### src/rtl/toggle_tmr_pkg.sv
package toggle_tmr_pkg;

  localparam logic [1:0] ADDR_MODE = 2'd0;
  localparam logic [1:0] ADDR_LOW  = 2'd1;
  localparam logic [1:0] ADDR_HIGH = 2'd2;

  localparam int MODE_BIT_ONESHOT = 0;
  localparam int MODE_BIT_START   = 1;
  localparam int MODE_BIT_THIN    = 2;

  // strobes from control to datapath
  typedef struct packed {
    logic clear;  // idle: zero count, load start level and compare
    logic step;   // advance count
    logic wrap;   // timeout: zero count, flip level, reload compare
  } tmrStrobe_t;

endpackage

### src/rtl/toggle_tmr_regs.sv
module toggle_tmr_regs
  import toggle_tmr_pkg::*;
#(
  parameter int CNT_W = 8
) (
  input  logic             clk,
  input  logic             rstN,
  input  logic             cfgWe,
  input  logic [1:0]       cfgAddr,
  input  logic [CNT_W-1:0] cfgData,
  output logic             oneShot,
  output logic             startLevel,
  output logic             thinIrq,
  output logic [CNT_W-1:0] lowVal,
  output logic [CNT_W-1:0] highVal
);

  always_ff @(posedge clk) begin
    if (!rstN) begin
      oneShot    <= 1'b0;
      startLevel <= 1'b0;
      thinIrq    <= 1'b0;
      lowVal     <= '0;
      highVal    <= '0;
    end else if (cfgWe) begin
      unique case (cfgAddr)
        ADDR_MODE: begin
          oneShot    <= cfgData[MODE_BIT_ONESHOT];
          startLevel <= cfgData[MODE_BIT_START];
          thinIrq    <= cfgData[MODE_BIT_THIN];
        end
        ADDR_LOW:  lowVal  <= cfgData;
        ADDR_HIGH: highVal <= cfgData;
        default: ;
      endcase
    end
  end

endmodule

### src/rtl/toggle_tmr_dp.sv
module toggle_tmr_dp
  import toggle_tmr_pkg::*;
#(
  parameter int CNT_W = 8
) (
  input  logic             clk,
  input  logic             rstN,
  input  tmrStrobe_t       strobe,
  input  logic             startLevel,
  input  logic [CNT_W-1:0] lowVal,
  input  logic [CNT_W-1:0] highVal,
  output logic [CNT_W-1:0] cntVal,
  output logic [CNT_W-1:0] cmpVal,
  output logic             outLevel,
  output logic             match
);

  localparam logic [CNT_W-1:0] CNT_ONE = CNT_W'(1);

  logic [CNT_W-1:0] startCmp;
  logic [CNT_W-1:0] nextCmp;

  // compare source follows the level the output is about to hold
  assign startCmp = startLevel ? highVal : lowVal;
  assign nextCmp  = outLevel   ? lowVal  : highVal;
  assign match    = (cntVal == cmpVal);

  always_ff @(posedge clk) begin
    if (!rstN) begin
      cntVal   <= '0;
      cmpVal   <= '0;
      outLevel <= 1'b0;
    end else if (strobe.clear) begin
      cntVal   <= '0;
      cmpVal   <= startCmp;
      outLevel <= startLevel;
    end else if (strobe.wrap) begin
      cntVal   <= '0;
      cmpVal   <= nextCmp;
      outLevel <= ~outLevel;
    end else if (strobe.step) begin
      cntVal   <= cntVal + CNT_ONE;
    end
  end

endmodule

### src/rtl/toggle_tmr_ctrl.sv
module toggle_tmr_ctrl
  import toggle_tmr_pkg::*;
(
  input  logic       clk,
  input  logic       rstN,
  input  logic       enable,
  input  logic       tick,
  input  logic       match,
  input  logic       oneShot,
  input  logic       thinIrq,
  output tmrStrobe_t strobe,
  output logic       stopDone,
  output logic       timeoutIrq
);

  logic active;
  logic halfFlag;
  logic irqNext;

  assign active       = enable && !stopDone;
  assign strobe.clear = !enable;
  assign strobe.wrap  = active && tick && match;
  assign strobe.step  = active && tick && !match;

  assign irqNext = strobe.wrap && (oneShot || !thinIrq || halfFlag);

  always_ff @(posedge clk) begin
    if (!rstN) begin
      stopDone   <= 1'b0;
      halfFlag   <= 1'b0;
      timeoutIrq <= 1'b0;
    end else begin
      timeoutIrq <= irqNext;
      if (!enable) begin
        stopDone <= 1'b0;
        halfFlag <= 1'b0;
      end else if (strobe.wrap) begin
        if (oneShot) stopDone <= 1'b1;
        else         halfFlag <= ~halfFlag;
      end
    end
  end

endmodule

### src/rtl/toggle_tmr.sv
module toggle_tmr
  import toggle_tmr_pkg::*;
#(
  parameter int CNT_W = 8
) (
  input  logic             clk,
  input  logic             rstN,
  input  logic             cfgWe,
  input  logic [1:0]       cfgAddr,
  input  logic [CNT_W-1:0] cfgData,
  input  logic             enable,
  input  logic             tick,
  output logic             timerOut,
  output logic             timeoutIrq
);

  logic             oneShot;
  logic             startLevel;
  logic             thinIrq;
  logic [CNT_W-1:0] lowVal;
  logic [CNT_W-1:0] highVal;
  logic [CNT_W-1:0] cntVal;
  logic [CNT_W-1:0] cmpVal;
  logic             match;
  logic             stopDone;
  tmrStrobe_t       strobe;

  toggle_tmr_regs #(.CNT_W(CNT_W)) u_regs (
    .clk(clk), .rstN(rstN), .cfgWe(cfgWe), .cfgAddr(cfgAddr), .cfgData(cfgData),
    .oneShot(oneShot), .startLevel(startLevel), .thinIrq(thinIrq),
    .lowVal(lowVal), .highVal(highVal)
  );

  toggle_tmr_ctrl u_ctrl (
    .clk(clk), .rstN(rstN), .enable(enable), .tick(tick), .match(match),
    .oneShot(oneShot), .thinIrq(thinIrq), .strobe(strobe),
    .stopDone(stopDone), .timeoutIrq(timeoutIrq)
  );

  toggle_tmr_dp #(.CNT_W(CNT_W)) u_dp (
    .clk(clk), .rstN(rstN), .strobe(strobe), .startLevel(startLevel),
    .lowVal(lowVal), .highVal(highVal), .cntVal(cntVal), .cmpVal(cmpVal),
    .outLevel(timerOut), .match(match)
  );

endmodule

### config.mk
export PLATFORM = sky130hd
export DESIGN_NAME = toggle_tmr
export DESIGN_NICKNAME = d
export VERILOG_FILES = /design/src/rtl/toggle_tmr_pkg.sv /design/src/rtl/toggle_tmr_regs.sv /design/src/rtl/toggle_tmr_dp.sv /design/src/rtl/toggle_tmr_ctrl.sv /design/src/rtl/toggle_tmr.sv
export SDC_FILE = /design/constraint.sdc
export NUM_CORES = 1
export LEC_CHECK = 0
export BUFFER_PORTS_ARGS = -buffer_cell sky130_fd_sc_hd__buf_4
export CELL_PAD_IN_SITES_DETAIL_PLACEMENT = 0
export CELL_PAD_IN_SITES_GLOBAL_PLACEMENT = 1
export CORE_MARGIN = 1.5
export CORE_UTILIZATION = 39
export CTS_CLUSTER_SIZE = 14
export DETAILED_ROUTE_END_ITERATION = 10
export MAX_ROUTING_LAYER = met4
export PLACE_DENSITY = 0.64
export SYNTH_ARGS = -nofsm -noshare
export SYNTH_HDL_FRONTEND = slang
export SYNTH_SLANG_ARGS = --single-unit
### constraint.sdc
create_clock -name clk -period 3 [get_ports clk]
set_input_delay 0.15 -clock clk [delete_from_list [all_inputs] [get_ports clk]]
set_output_delay 0.15 -clock clk [all_outputs]
set_load 0.02 [all_outputs]
Yosys cells after proc, flatten, opt, wreduce, memory -nomap -nowiden
Cells that the tools add are included.

word-level totals
  flip-flop bits (word level) = 39
  word-level logic and storage cells = 45

cells by class
  add/subtract/negate cells = 1
  equality and inequality tests = 4
  mux-type cells = 6
  bitwise gates (word level) = 5
  reduce and logical (&&, ||, !) cells = 18

operator list
  kind                   count
  $mux W8                4
  $reduce_and A2 Y1      6
  $add A8 B1 Y8 const B  1
  $eq A8 B8 Y1           1
  $logic_and A1 B1 Y1    5
  $not A1 Y1             5
  $logic_not A1 Y1       3
  $reduce_or A3 Y1       1
  $eq A2 B1 Y1 const B   1
  $eq A2 B2 Y1 const B   1
  $logic_not A2 Y1       1
  $logic_or A1 B1 Y1     2
  $mux W1                2
  $ne A2 B1 Y1 const B   1

Logic depth before layout (Yosys ltp)
  depth after elaboration = 6
  mapped depth = 6

Hierarchy
A second synthesis with hierarchy kept.

second synthesis, totals
  cell total of the unflattened synthesis = 193
  area total of the unflattened synthesis = 1828.0 sq um

modules (own cells, without submodules)
  module           instances  cells each  area an instance (sq um)  sequential area each (sq um)
  toggle_tmr_dp    1          105         944.7                     340.3
  toggle_tmr_regs  1          73          732.0                     380.4
  toggle_tmr_ctrl  1          15          151.4                     60.1

Worst setup path before layout
No wires, ideal clock.

  kind = register to register
  start = reg u_dp.cntVal[3]
  end = reg u_dp.cntVal[4]
  setup time = 0.116 ns
  arrival = 1.440 ns
  required time = 2.884 ns
  setup slack = 1.444 ns
  cell stages (with the launch flop) = 6
  clock period less this slack = 1.556 ns
  cells stage by stage = dfxtp_1 > xnor2_1 > nand4_4 > nor3_2 > nor2b_1 > and3_1

between the ends
  cells in the longest elaborated chain, start to end = 3

ends and longest elaborated chain
  element                                                                line                 text
  start, declared                                                        toggle_tmr_dp.sv:12  output logic [CNT_W-1:0] cntVal,
  start signal, assigned                                                 toggle_tmr_dp.sv:42  cntVal <= cntVal + CNT_ONE;
  parallel branches: the longest is 3 deep, another holds $add A8 B1 Y8  n/a

Several ways; the timed one is not identified.
A chain may end at the register's enable or synchronous reset.

Worst setup path in the final report
  start = reg u_dp.cntVal[3]
  end = reg u_dp.cmpVal[0]

between the ends
  cells in the longest elaborated chain, start to end = 3

ends and longest elaborated chain
  element                 line                   text
  $eq A8 B8 Y1            toggle_tmr_dp.sv:26    assign match = (cntVal == cmpVal);
  $logic_and A1 B1 Y1     toggle_tmr_ctrl.sv:22  assign strobe.wrap = active && tick && match;
  $ne A2 B1 Y1 (no line)  n/a
  end signal, assigned    toggle_tmr_dp.sv:35    cmpVal <= startCmp;
  end signal, assigned    toggle_tmr_dp.sv:39    cmpVal <= nextCmp;
  end, declared           toggle_tmr_dp.sv:13    output logic [CNT_W-1:0] cmpVal,

Every way passes these cells.

==> flow_summary.toml <==
[critical_path]
number_of_cells_on_the_worst_reg_to_reg_path = 5
worst-endpoint-required_ps = 3180
crit_chain = "xnor2_1 -> nand4_4 -> o31ai_4 -> nand2_1 -> o211a_1"
cp_max_fo = 18
critical_path.reg2reg.endpoint = "u_dp.cmpVal[0]"
arrival_time_of_data_at_the_critical_path_endpoint_ps = 2100
critPathLaunchType = "register"
largest_stage_delay_worst_path_ps = 670
rrSetupSlack_ps = 1080
critical-path-slowest-cell = "o31ai_4"
timing_worst_setup_path_type = "reg2reg"
setup.worst_path.end_class = "register"
r2r_start = "u_dp.cntVal[3]"

[global_route]
grt_pass1_vias = 1139
pin_count_of_the_biggest_net_entering_global_routing = 33
grt_pass1_wl_um = 5526
overall_global_routing_resource_usage_pct = 14.87
grt-ovfl-total = 0
antenna_found_initial = 0

[clock_network]
cts.path.max_buffers = 2
tritoncts.num_buffers = 5
hold_fix_buffer_count_after_cts = 0
cts_resized = 0
clkLatencyLatePin_ps = 280
ctsRootBufferMaster = "clkbuf_8"
cts_htree_levels = 2
tritoncts_num_sinks = 39
clk_transition_reported_paths_ps = 70
postCtsSetupBuffers = 0
cts_tree = "built"

[floorplanning]
die-area_sq_um = 4986
chip_height_um = 70.62
die_x_um = 70.62
design.core.area_sq_um = 4384
fp-row-count = 24
top_level_ports = 17
floorplan.initialDensity_pct = 40.67

[drt]
vias = 1237
dr.pass1.iters = 4
postRouteAntennaNets = 0
routed_via_density = 5.154
wl_per_cell_um = 13.76
detail_route.wirelength_um = 3302
initialDrtViolationCount = 32
post-route-drc-count = 0

[pwr]
vdd_ir_drop_max_mv = 0.2263
power_per_standard_cell_area_nw_per_um2 = 518.0
power_leakage_nw = 0.9137
p_sw_w = 0.0002474
power.switching_fraction_pct = 23.53
power.share.sequential_pct = 52.2
internal_power_w = 0.0008039
finalPower_w = 0.001051
clock_power_share_pct = 35.5
combinationalPowerShare_pct = 12.2

[logic_synthesis]
synth_edf_count = 0
netlist_instances = 171
synthDistinctLibCells = 33
synth_async_sr_flop_share_pct = 0
synth_area_sq_um = 1783
ys_dominant_reg_cell = "dfxtp_1"
synth_top_family_by_area = "simple AND/OR/NAND/NOR gates"
mappedNetlistNets = 187
syn-mean-instance-area_sq_um = 10.43
synth_compound_gate_area_share_pct = 10.67
synth-seq-cells = 39
yosys.area_share.simple_pct = 19.44
synth_fa_ha_area_share_pct = 0.7018
synthMuxAreaShare_pct = 15.16
yosys_warnings = 0
synth_sequential_area_ratio_pct = 43.79
yosys.area_share.xor_xnor_pct = 7.860

[cells_and_area]
final_area_sq_um = 2029
syn_to_final_growth_pct = 13.82
final_layout_size_suffix_gt1_share_pct = 15.96
design.final.nets = 203
insertedDiodeCount = 0

[placed_design]
dpl.hpwl_um = 2407
port_buffers = 16
place_area_sq_um = 1929
globalplace.congestion = 0.7337

[min_path]
hold-path-endpoint = "u_regs.lowVal[3]"
holdCritPathClass = "in2reg"
holdCritStartpoint = "cfgData[3]"
min_path_cells = 3

[sta]
finalMaxSlewViolations = 0
highest_achievable_clock_rate_mhz = 519.9
worst_margin_slew_ps = 700.2
final.setup.tns_ps = 0
hold-worst-slack_ps = 130.2
hold_viol = 0
ratio_of_final_minimum_period_to_clock_period_pct = 64.11
period_minus_slack_ps = 1923
grt_setup_unrepaired = "no"
slew_headroom_pct = 53.07
fin_worst_skew_ps = 1.726
timing.final.setup_violations = 0

[status]
outcome = "completed"

[flow_run]
cap_violations = 0
cell type report:
| cell class | count | area (sq um) |
|---|---|---|
| Tap cell | 52 | 65.06 |
| Multi-Input combinational cell | 124 | 959.7 |
| Inverter | 1 | 3.754 |
| Timing Repair Buffer | 16 | 120.1 |
| Fill cell | 420 | 2355 |
| Sequential cell | 39 | 780.7 |
| Clock buffer | 8 | 100.1 |
per-layer routing:
layer | track usage [%] | up-vias | routed length, um
met1 | 19.35 | 577 | 1621
li1 | - | 634 | -
met5 | - | - | 0
met3 | 4.416 | 4 | 124
met4 | 5.031 | 0 | 36
met2 | 22.22 | 22 | 1520
metrics by stage:
| stage | setup WS, ps | instances | util, % |
|---|---|---|---|
| after floorplan | 1444 | 171 | - |
| after CTS | 1070 | 240 | 46.29 |
| after global placement | 1092 | 232 | 44.01 |
| after global routing | 926.2 | 240 | 46.29 |
| final | 1077 | 240 | 46.29 |
| after detailed placement | 1088 | 232 | 44.01 |
synth_stat cells (2+ instances only):
master / count / share of area (%)
nand2_1: 12 / 2.5
mux2i_1: 27 / 15
dfxtp_1: 39 / 44
a21oi_1: 2 / 0.56
nor2_1: 6 / 1.3
o21ai_2: 2 / 0.98
o21ai_0: 2 / 0.56
o211ai_1: 2 / 0.84
clkbuf_1: 4 / 0.84
nor3_1: 7 / 2.0
o211a_1: 8 / 4.5
nor2b_1: 20 / 7.0
xnor2_1: 10 / 4.9
nand3b_1: 4 / 1.7
xor2_1: 6 / 2.9
o2111ai_1: 3 / 1.5
worst max path at each step:
stage / from / end / depth (start not counted)
after floorplan: u_dp.cntVal[3] / u_dp.cntVal[4] / 5
after global placement: u_dp.cntVal[3] / u_dp.cmpVal[3] / 5
after detailed placement: u_dp.cntVal[3] / u_dp.cmpVal[7] / 5
after CTS: u_dp.cntVal[3] / u_dp.cmpVal[7] / 5
after global routing: u_dp.cntVal[1] / u_dp.cmpVal[0] / 5
final: u_dp.cntVal[3] / u_dp.cmpVal[0] / 5
critical path: cells and delay by family (launching register included):
kind / cells / cell delay (ps)
AND/OR/NAND/NOR: 2 / 340
AO/OA/AOI/OAI: 2 / 830
XOR/XNOR: 1 / 290
flip-flops: 1 / 370
flip-flops by register name, summed over array words and instances (netlist names):
register and cells:
u_regs.lowVal 8, u_regs.startLevel 1, u_dp.cntVal 8, u_regs.thinIrq 1, u_ctrl.halfFlag 1, u_dp.cmpVal 8, u_ctrl.stopDone 1, u_ctrl.timeoutIrq 1
u_dp.outLevel 1, u_regs.oneShot 1, u_regs.highVal 8
power groups by stage:
stage / Combinational (W) / Sequential, W / Clock [W]
2_1_floorplan: 0.0000950 / 0.000559 / 0
3_3_place_gp: 0.000128 / 0.000561 / 0
3_5_place_dp: 0.000130 / 0.000561 / 0
4_1_cts: 0.000130 / 0.000549 / 0.000393
5_1_grt: 0.000141 / 0.000551 / 0.000420
6_report: 0.000129 / 0.000549 / 0.000373
cells in the final DEF, fill, tap and decap left out:
cell type	count
a21oi_1	2
and2_1	1
and3_1	1
and3_2	1
buf_4	16
clkbuf_1	1
clkbuf_8	7
dfxtp_1	39
ha_1	1
inv_1	1
mux2i_1	27
nand2_1	12
nand3_1	1
nand3b_1	4
nand4_1	1
nand4_2	1
nand4_4	1
nor2_1	6
nor2b_1	20
nor3_1	7
nor3_2	1
nor3b_1	1
nor4_1	1
o2111ai_1	3
o211a_1	8
o211ai_1	2
o21ai_0	2
o21ai_2	2
o311a_1	1
o31ai_4	1
xnor2_1	10
xor2_1	6
logic make-up after synthesis:
logic type | count (synthesis)
AO/OA/AOI/OAI | 21
AND/OR/NAND/NOR | 59
multiplexers | 27
buffers and inverters | 8
XOR/XNOR | 16
adder cells (fa/ha/maj) | 1
flip-flops | 39
Power figures use the tool's default switching activity.
